--- config.mk ---
export PLATFORM = sky130hd
export DESIGN_NAME = quad_crc16_lanes
export DESIGN_NICKNAME = d
export VERILOG_FILES = /design/src/rtl/qcrc_pkg.sv /design/src/rtl/qcrc_state.sv /design/src/rtl/qcrc_emit.sv /design/src/rtl/qcrc_check.sv /design/src/rtl/quad_crc16_lanes.sv
export SDC_FILE = /design/constraint.sdc
export NUM_CORES = 1
export LEC_CHECK = 0
export ABC_AREA = 1
export CAP_MARGIN = 20
export CORE_ASPECT_RATIO = 1.25
export CORE_MARGIN = 4
export CORE_UTILIZATION = 50
export DETAILED_ROUTE_END_ITERATION = 8
export PLACE_DENSITY = 0.72
export SKIP_CTS_REPAIR_TIMING = 1
export SYNTH_ARGS = -nofsm -noshare
export SYNTH_HDL_FRONTEND = slang
export SYNTH_SLANG_ARGS = --single-unit
--- constraint.sdc ---
create_clock -name clk -period 3.5 [get_ports clk]
set_input_delay 0.7 -clock clk [delete_from_list [all_inputs] [get_ports clk]]
set_output_delay 0.7 -clock clk [all_outputs]
set_load 0.02 [all_outputs]
--- src/rtl/qcrc_pkg.sv ---
package qcrc_pkg;
  typedef enum logic [1:0] {
    MD_FOLD  = 2'd0,
    MD_EMIT  = 2'd1,
    MD_CHECK = 2'd2,
    MD_HOLD  = 2'd3
  } qcrc_mode_e;

  localparam int DEF_LANES = 4;
  localparam int DEF_CRC_W = 16;
  localparam logic [15:0] DEF_POLY = 16'h1021;
endpackage

--- src/rtl/qcrc_state.sv ---
module qcrc_state #(
  parameter int LANES = 4,
  parameter int CRC_W = 16,
  parameter logic [CRC_W-1:0] POLY = 16'h1021
) (
  input  logic             clk,
  input  logic             rst,
  input  logic             clr,
  input  logic             fold_en,
  input  logic             shift_en,
  input  logic [LANES-1:0] din,
  output logic [LANES-1:0] state_lo
);
  localparam int SW    = LANES * CRC_W;
  localparam int TBL_N = 1 << LANES;

  // Table entry: reflected polynomial spread to every LANES-th bit,
  // placed at the lane offset of each set index bit.
  function automatic logic [SW-1:0] tbl_entry(input int idx);
    logic [CRC_W-1:0] rp;
    logic [SW-1:0]    sp;
    logic [SW-1:0]    acc;
    for (int k = 0; k < CRC_W; k++) rp[k] = POLY[CRC_W-1-k];
    sp = '0;
    for (int k = 0; k < CRC_W; k++) sp[k*LANES] = rp[k];
    acc = '0;
    for (int j = 0; j < LANES; j++)
      if (idx[j]) acc = acc ^ (sp << j);
    return acc;
  endfunction

  logic [SW-1:0] tbl [TBL_N];

  for (genvar g = 0; g < TBL_N; g++) begin : g_tbl
    assign tbl[g] = tbl_entry(g);
  end

  logic [SW-1:0]    state_q;
  logic [LANES-1:0] idx;

  assign idx      = din ^ state_q[LANES-1:0];
  assign state_lo = state_q[LANES-1:0];

  always_ff @(posedge clk) begin
    if (rst || clr)    state_q <= '0;
    else if (fold_en)  state_q <= (state_q >> LANES) ^ tbl[idx];
    else if (shift_en) state_q <= state_q >> LANES;
  end
endmodule

--- src/rtl/qcrc_emit.sv ---
module qcrc_emit #(
  parameter int LANES = 4
) (
  input  logic             clk,
  input  logic             rst,
  input  logic             clr,
  input  logic             emit_en,
  input  logic [LANES-1:0] state_lo,
  output logic             crc_vld,
  output logic [LANES-1:0] crc_nib
);
  always_ff @(posedge clk) begin
    if (rst) begin
      crc_vld <= 1'b0;
      crc_nib <= '0;
    end else begin
      crc_vld <= emit_en && !clr;
      if (emit_en && !clr) crc_nib <= state_lo;
    end
  end

  AST_VLD_PULSE: assert property (@(posedge clk) disable iff (rst)
    (!emit_en || clr) |=> !crc_vld);
endmodule

--- src/rtl/qcrc_check.sv ---
module qcrc_check #(
  parameter int LANES = 4,
  parameter int CRC_W = 16
) (
  input  logic             clk,
  input  logic             rst,
  input  logic             clr,
  input  logic             chk_en,
  input  logic [LANES-1:0] rx_nib,
  input  logic [LANES-1:0] state_lo,
  output logic [LANES-1:0] lane_err,
  output logic             chk_done
);
  localparam int CW = $clog2(CRC_W) + 1;
  localparam logic [CW-1:0] LAST = CW'(CRC_W - 1);

  logic [CW-1:0] cnt_q;
  logic          take;

  assign take = chk_en && !chk_done && !clr;

  always_ff @(posedge clk) begin
    if (rst || clr) begin
      cnt_q    <= '0;
      lane_err <= '0;
      chk_done <= 1'b0;
    end else if (take) begin
      cnt_q    <= cnt_q + 1'b1;
      lane_err <= lane_err | (rx_nib ^ state_lo);
      if (cnt_q == LAST) chk_done <= 1'b1;
    end
  end

  AST_ERR_STICKY: assert property (@(posedge clk) disable iff (rst)
    !clr |=> ((lane_err & $past(lane_err)) == $past(lane_err)));
  AST_DONE_HOLD: assert property (@(posedge clk) disable iff (rst)
    (chk_done && !clr) |=> chk_done);
  AST_ERR_FROZEN: assert property (@(posedge clk) disable iff (rst)
    (chk_done && !clr) |=> $stable(lane_err));
  AST_CNT_RANGE: assert property (@(posedge clk) disable iff (rst)
    cnt_q <= CW'(CRC_W));
endmodule

--- src/rtl/quad_crc16_lanes.sv ---
module quad_crc16_lanes
  import qcrc_pkg::*;
#(
  parameter int LANES = DEF_LANES,
  parameter int CRC_W = DEF_CRC_W,
  parameter logic [CRC_W-1:0] POLY = DEF_POLY
) (
  input  logic             clk,
  input  logic             rst,
  input  logic             clr,
  input  logic             nib_vld,
  input  logic [1:0]       mode,
  input  logic [LANES-1:0] nib_in,
  output logic             crc_vld,
  output logic [LANES-1:0] crc_nib,
  output logic [LANES-1:0] lane_err,
  output logic             chk_done
);
  qcrc_mode_e       md;
  logic             fold_en, emit_en, chk_en, shift_en;
  logic [LANES-1:0] state_lo;

  assign md       = qcrc_mode_e'(mode);
  assign fold_en  = nib_vld && (md == MD_FOLD);
  assign emit_en  = nib_vld && (md == MD_EMIT);
  assign chk_en   = nib_vld && (md == MD_CHECK);
  assign shift_en = emit_en || (chk_en && !chk_done);

  qcrc_state #(.LANES(LANES), .CRC_W(CRC_W), .POLY(POLY)) state_i (
    .clk(clk), .rst(rst), .clr(clr), .fold_en(fold_en),
    .shift_en(shift_en), .din(nib_in), .state_lo(state_lo)
  );

  qcrc_emit #(.LANES(LANES)) emit_i (
    .clk(clk), .rst(rst), .clr(clr), .emit_en(emit_en),
    .state_lo(state_lo), .crc_vld(crc_vld), .crc_nib(crc_nib)
  );

  qcrc_check #(.LANES(LANES), .CRC_W(CRC_W)) check_i (
    .clk(clk), .rst(rst), .clr(clr), .chk_en(chk_en), .rx_nib(nib_in),
    .state_lo(state_lo), .lane_err(lane_err), .chk_done(chk_done)
  );

  AST_CLR_FLAGS: assert property (@(posedge clk) disable iff (rst)
    clr |=> (lane_err == '0 && !chk_done && !crc_vld));
  AST_FOLD_QUIET: assert property (@(posedge clk) disable iff (rst)
    (nib_vld && (md == MD_FOLD || md == MD_HOLD)) |=> !crc_vld);
  AST_VLD_CAUSE: assert property (@(posedge clk) disable iff (rst)
    crc_vld |-> $past(nib_vld && md == MD_EMIT));
endmodule

Word level (Yosys, flattened, before mapping)
Memory sizes are Yosys's and may differ from the RTL's.
Cells that the tools add are included.
{ "op_classes": {"mux": 4, "n_addsub": 1, "reduce_logical": 13, "eq_ne": 3, "bitwise": 4, "magnitude_cmp": 1} }
{ "ops": {"columns": ["operator", "count"], "rows": [
  ["$mux W64", 4],
  ["$xor A60 B64 Y64", 1],
  ["$logic_and A1 B1 Y1", 6],
  ["$add A5 B1 Y5 const B", 1],
  ["$eq A5 B4 Y1 const B", 1],
  ["$ge A5 B5 Y1 const B", 1],
  ["$not A4 Y5", 1],
  ["$or A4 B4 Y4", 1],
  ["$xor A4 B4 Y4", 1],
  ["$eq A2 B1 Y1 const B", 1],
  ["$eq A2 B2 Y1 const B", 1],
  ["$logic_not A1 Y1", 2],
  ["$logic_not A2 Y1", 1],
  ["$logic_or A1 B1 Y1", 2],
  ["$reduce_and A2 Y1", 1],
  ["$reduce_bool A2 Y1", 1]
]} }
{ "totals": {"regBits": 79, "inputBits": 10, "rom_bits": 1024, "wordCells": 33, "memories": 1} }
{ "mem_list": {"columns": ["name", "depth", "width", "rd", "rd_ports_with_merged_regs", "write_ports", "line", "text"], "rows": [
  ["(no name shown)", 16, 64, 1, 0, 0, "qcrc_state.sv:46", "else if (fold_en) state_q <= (state_q >> LANES) ^ tbl[idx];"]
]} }

Depth between registers and ports, before layout
{ "depth": {"ltp_word": 7, "ltp_mapped": 9, "depth_no_buf": 8} }

Cells and area by module
A second synthesis with hierarchy kept.
{ "unflattened": {"cells_unflattened": 464, "area_unflattened_um2": 3254.4} }
{ "modules_own_cells": {"columns": ["module", "instances", "seq_area_each_um2", "area_each_um2", "cells_per_inst"], "rows": [
  ["qcrc_state", 1, 1281.2, 2519.9, 353],
  ["qcrc_check", 1, 200.2, 489.2, 72],
  ["qcrc_emit", 1, 100.1, 202.7, 30],
  ["quad_crc16_lanes", 1, 0.0, 42.5, 9]
]} }

Worst setup path before layout
Ideal clock, no wire load.
{ "synth_timing": {"path_kind": "input to register", "from": "input port mode[0]", "to": "register state_i.state_q[10]", "required_ns": 3.384, "setup_time_ns": 0.116, "n_path_buf": 2, "arrival_time_ns": 1.388, "path_slack_ns": 1.996, "cell_stages": 8, "path_cell_list": "nor2_2 nand2_4 nand2_4 inv_2 buf_6 buf_6 nor2_1 nor2_1"} }
{ "synth_via": {"elab_chain_cells": 5} }
{ "synth_rtl": {"columns": ["item", "line", "text"], "rows": [
  ["from (decl)", "quad_crc16_lanes.sv:12", "input logic [1:0] mode,"],
  ["$eq A2 B2 Y1", "quad_crc16_lanes.sv:26", "assign chk_en = nib_vld && (md == MD_CHECK);"],
  ["$logic_and A1 B1 Y1", "quad_crc16_lanes.sv:26", null],
  ["$logic_and A1 B1 Y1", "quad_crc16_lanes.sv:27", "assign shift_en = emit_en || (chk_en && !chk_done);"],
  ["$logic_or A1 B1 Y1", "quad_crc16_lanes.sv:27", null],
  ["$reduce_bool A2 Y1 (no line)", null, null],
  ["to (signal assigned)", "qcrc_state.sv:46", null],
  ["to (signal assigned)", "qcrc_state.sv:47", "else if (shift_en) state_q <= state_q >> LANES;"],
  ["to (decl)", "qcrc_state.sv:38", "logic [SW-1:0] state_q;"]
]} }
Parallel ways exist; a longest one is shown, timed or not.
A chain may end at the register's enable or synchronous reset.

Worst setup path in the final report
{ "layout_timing": {"from": "register check_i.chk_done", "to": "output port chk_done"} }
{ "layout_rtl": {"columns": ["item", "line", "text"], "rows": [
  ["from (decl)", "qcrc_check.sv:12", "output logic chk_done"],
  ["from (signal assigned)", "qcrc_check.sv:26", "chk_done <= 1'b0;"],
  ["from (signal assigned)", "qcrc_check.sv:30", "if (cnt_q == LAST) chk_done <= 1'b1;"],
  ["to (decl)", "quad_crc16_lanes.sv:17", "output logic chk_done"]
]} }
No word-level cell between the ends.

==> impl_metrics.env <==
export IMPL_r2r_slack_ns=1.96
export IMPL_switching_share_pct=22.7
export IMPL_areaGrowthSynthToFinish_pct=14.2
export IMPL_worstPathArrival_ns=1.34
export IMPL_final_setup_tns_ns=0
export IMPL_cts_clk_slew_worst_paths_ns=0.08
export IMPL_start_util_pct=52.6
export IMPL_switching_power_w=0.000434
export IMPL_core_area_um2=5930
export IMPL_fp_row_count=31
export IMPL_dp_hpwl_um=3690
export IMPL_timing_fmax_mhz=490
export IMPL_fin_skew_ns=0.00611
export IMPL_cts_num_sinks=79
export IMPL_p_leak_nw=1.61
export IMPL_min_path_type="reg -> reg"
export IMPL_grt_max_degree=66
export IMPL_drv_cap=0
export IMPL_final_antenna_net_count=0
export IMPL_die_area_um2=7590
export IMPL_status="finished, final reports clean"
export IMPL_die_y_um=96.4
export IMPL_slowest_stage="clkdlybuf4s50_1"
export IMPL_final_common_cell="nor2_1"
export IMPL_ys_types=21
export IMPL_worstPathCellList="clkdlybuf4s50_1"
export IMPL_worst_pin_slew_ns=0.523
export IMPL_die_w_um=78.7
export IMPL_wl_um=5930
export IMPL_grt_pass1_vias=2442
export IMPL_yosysSeqAreaShare_pct=50.6
export IMPL_grt_pass1_wl_um=10400
export IMPL_io_pins=20
export IMPL_syn_area_per_cell_um2=7.44
export IMPL_worstSetupPathType="reg -> out"
export IMPL_gp_congestion=0.785
export IMPL_grtUsageTotal_pct=17.2
export IMPL_rsz0062_at_grt="no"
export IMPL_routed_via_density=4.94
export IMPL_route_detailed_drc=0
export IMPL_numPortBuffers=19
export IMPL_postLayoutCellArea_um2=3570
export IMPL_required_ns=2.80
export IMPL_critPathMaxStageDelay_ns=0.62
export IMPL_fin_crit_sh_pct=58.3
export IMPL_wl_per_cell_um=11.4
export IMPL_cts_root_buffer="clkbuf_8"
export IMPL_p_seq_share_pct=49.3
export IMPL_path_max_fanout=3
export IMPL_cts_tree="done"
export IMPL_fin_nets=444
export IMPL_cp_num_buf_inv=1
export IMPL_setup_viol=0
export IMPL_p_clk_share_pct=42.5
export IMPL_layout_common_cells="nor2_1, dfxtp_1, o21ai_0"
export IMPL_p_per_area_nw_per_um2=536
export IMPL_antenna_found_initial=0
export IMPL_ys_ff_latch=79
export IMPL_pwr_share_comb_pct=8.1
export IMPL_yosysWarnings=0
export IMPL_first_pass_iters=4
export IMPL_clock_latency_ns=0.35
export IMPL_hold_viol=0
export IMPL_intPower_w=0.00148
export IMPL_syn_inst=420
export IMPL_clock_path_buffers=2
export IMPL_place_area_um2=3320
export IMPL_slew_limit_headroom_pct=65.2
export IMPL_gr_total_overflow=0
export IMPL_syn_area_um2=3120
export IMPL_drive_gt1_share_pct=6.18
export IMPL_drt_iter0_markers=231
export IMPL_vias=2564
export IMPL_antennaDiodeCount=0
export IMPL_cp_start_kind="register"
export IMPL_maxSlewViolCount=0
export IMPL_end_kind="output port"
export IMPL_finalCriticalPeriod_ns=2.04
export IMPL_path_delay_family="buffers and inverters"
export IMPL_synth_nets=432
export IMPL_numCtsBuffers=9
export IMPL_ir_drop_mv=0.241
export IMPL_htreeDepth=3
synth_stat cells, drive strengths merged:
cell type  count  share of area (%)
nor2         122                 15
dfxtp         79                 51
o21ai         56                9.0
nand2         53                6.9
inv           41                4.9
buf           22                4.6
nand3         18                2.9
a21oi         12                1.9
nand3b         8                1.9
a211oi         4               0.96
ha             2               0.80
nor3           2               0.32
clkinv         1               0.12
layout make-up:
cell class	count	area, um^2
Clock buffer	11	141
Inverter	42	158
Sequential cell	79	1580
Fill cell	542	2370
Timing Repair Buffer	23	233
Clock inverter	5	104
Tap cell	82	103
Multi-Input combinational cell	277	1250
per-stage QoR:
stage          utilization, %  hold slack, ns  std cells  total power [W]  setup WS (ns)
4_1_cts                  60.1           0.466        519          0.00194           1.43
2_1_floorplan               -           0.432        420          0.00108           2.00
5_1_grt                  60.1           0.495        519          0.00199           1.33
3_5_place_dp             56.0           0.453        503          0.00112           1.11
3_3_place_gp             56.0           0.440        503          0.00112           1.19
6_report                 60.1           0.460        519          0.00191           1.46
flip-flops by register name, indices dropped and copies added, names as in the netlist:
signal	cells
check_i.cnt_q	5
check_i.chk_done	1
check_i.lane_err	4
state_i.state_q	64
emit_i.crc_nib	4
emit_i.crc_vld	1
metal layers:
metal,track usage [%],up-vias,wire [um]
met5,0,-,0
met4,8.45,0,97
met3,4.36,10,205
met2,30.4,37,2880
met1,19.3,1174,2740
li1,-,1343,-
path summary, 6_finish.rpt:
path	to	from	cells after the start
setup reg to reg	state_i.state_q[22]	check_i.chk_done	6
hold / removal	check_i.cnt_q[4]	check_i.cnt_q[4]	2
setup / recovery	chk_done	check_i.chk_done	1
hold reg to reg	check_i.cnt_q[4]	check_i.cnt_q[4]	2
power groups by stage:
stage               Sequential [W]  Clock [W]  Combinational [W]
global route              0.000947   0.000867           0.000179
global placement          0.000964          0           0.000153
detailed placement        0.000964          0           0.000156
finish                    0.000944   0.000813           0.000156
CTS                       0.000944   0.000837           0.000158
floorplan                 0.000963          0           0.000121
logic make-up after synthesis:
family | count (synthesis) | share of synthesized area (%)
and+or+nand+nor | 203 | 27.0
buffers and inverters | 64 | 9.69
AOI/OAI and AO/OA | 72 | 11.9
DFF | 79 | 50.6
adders and majority gates | 2 | 0.801
Power figures use the tool's default switching activity.
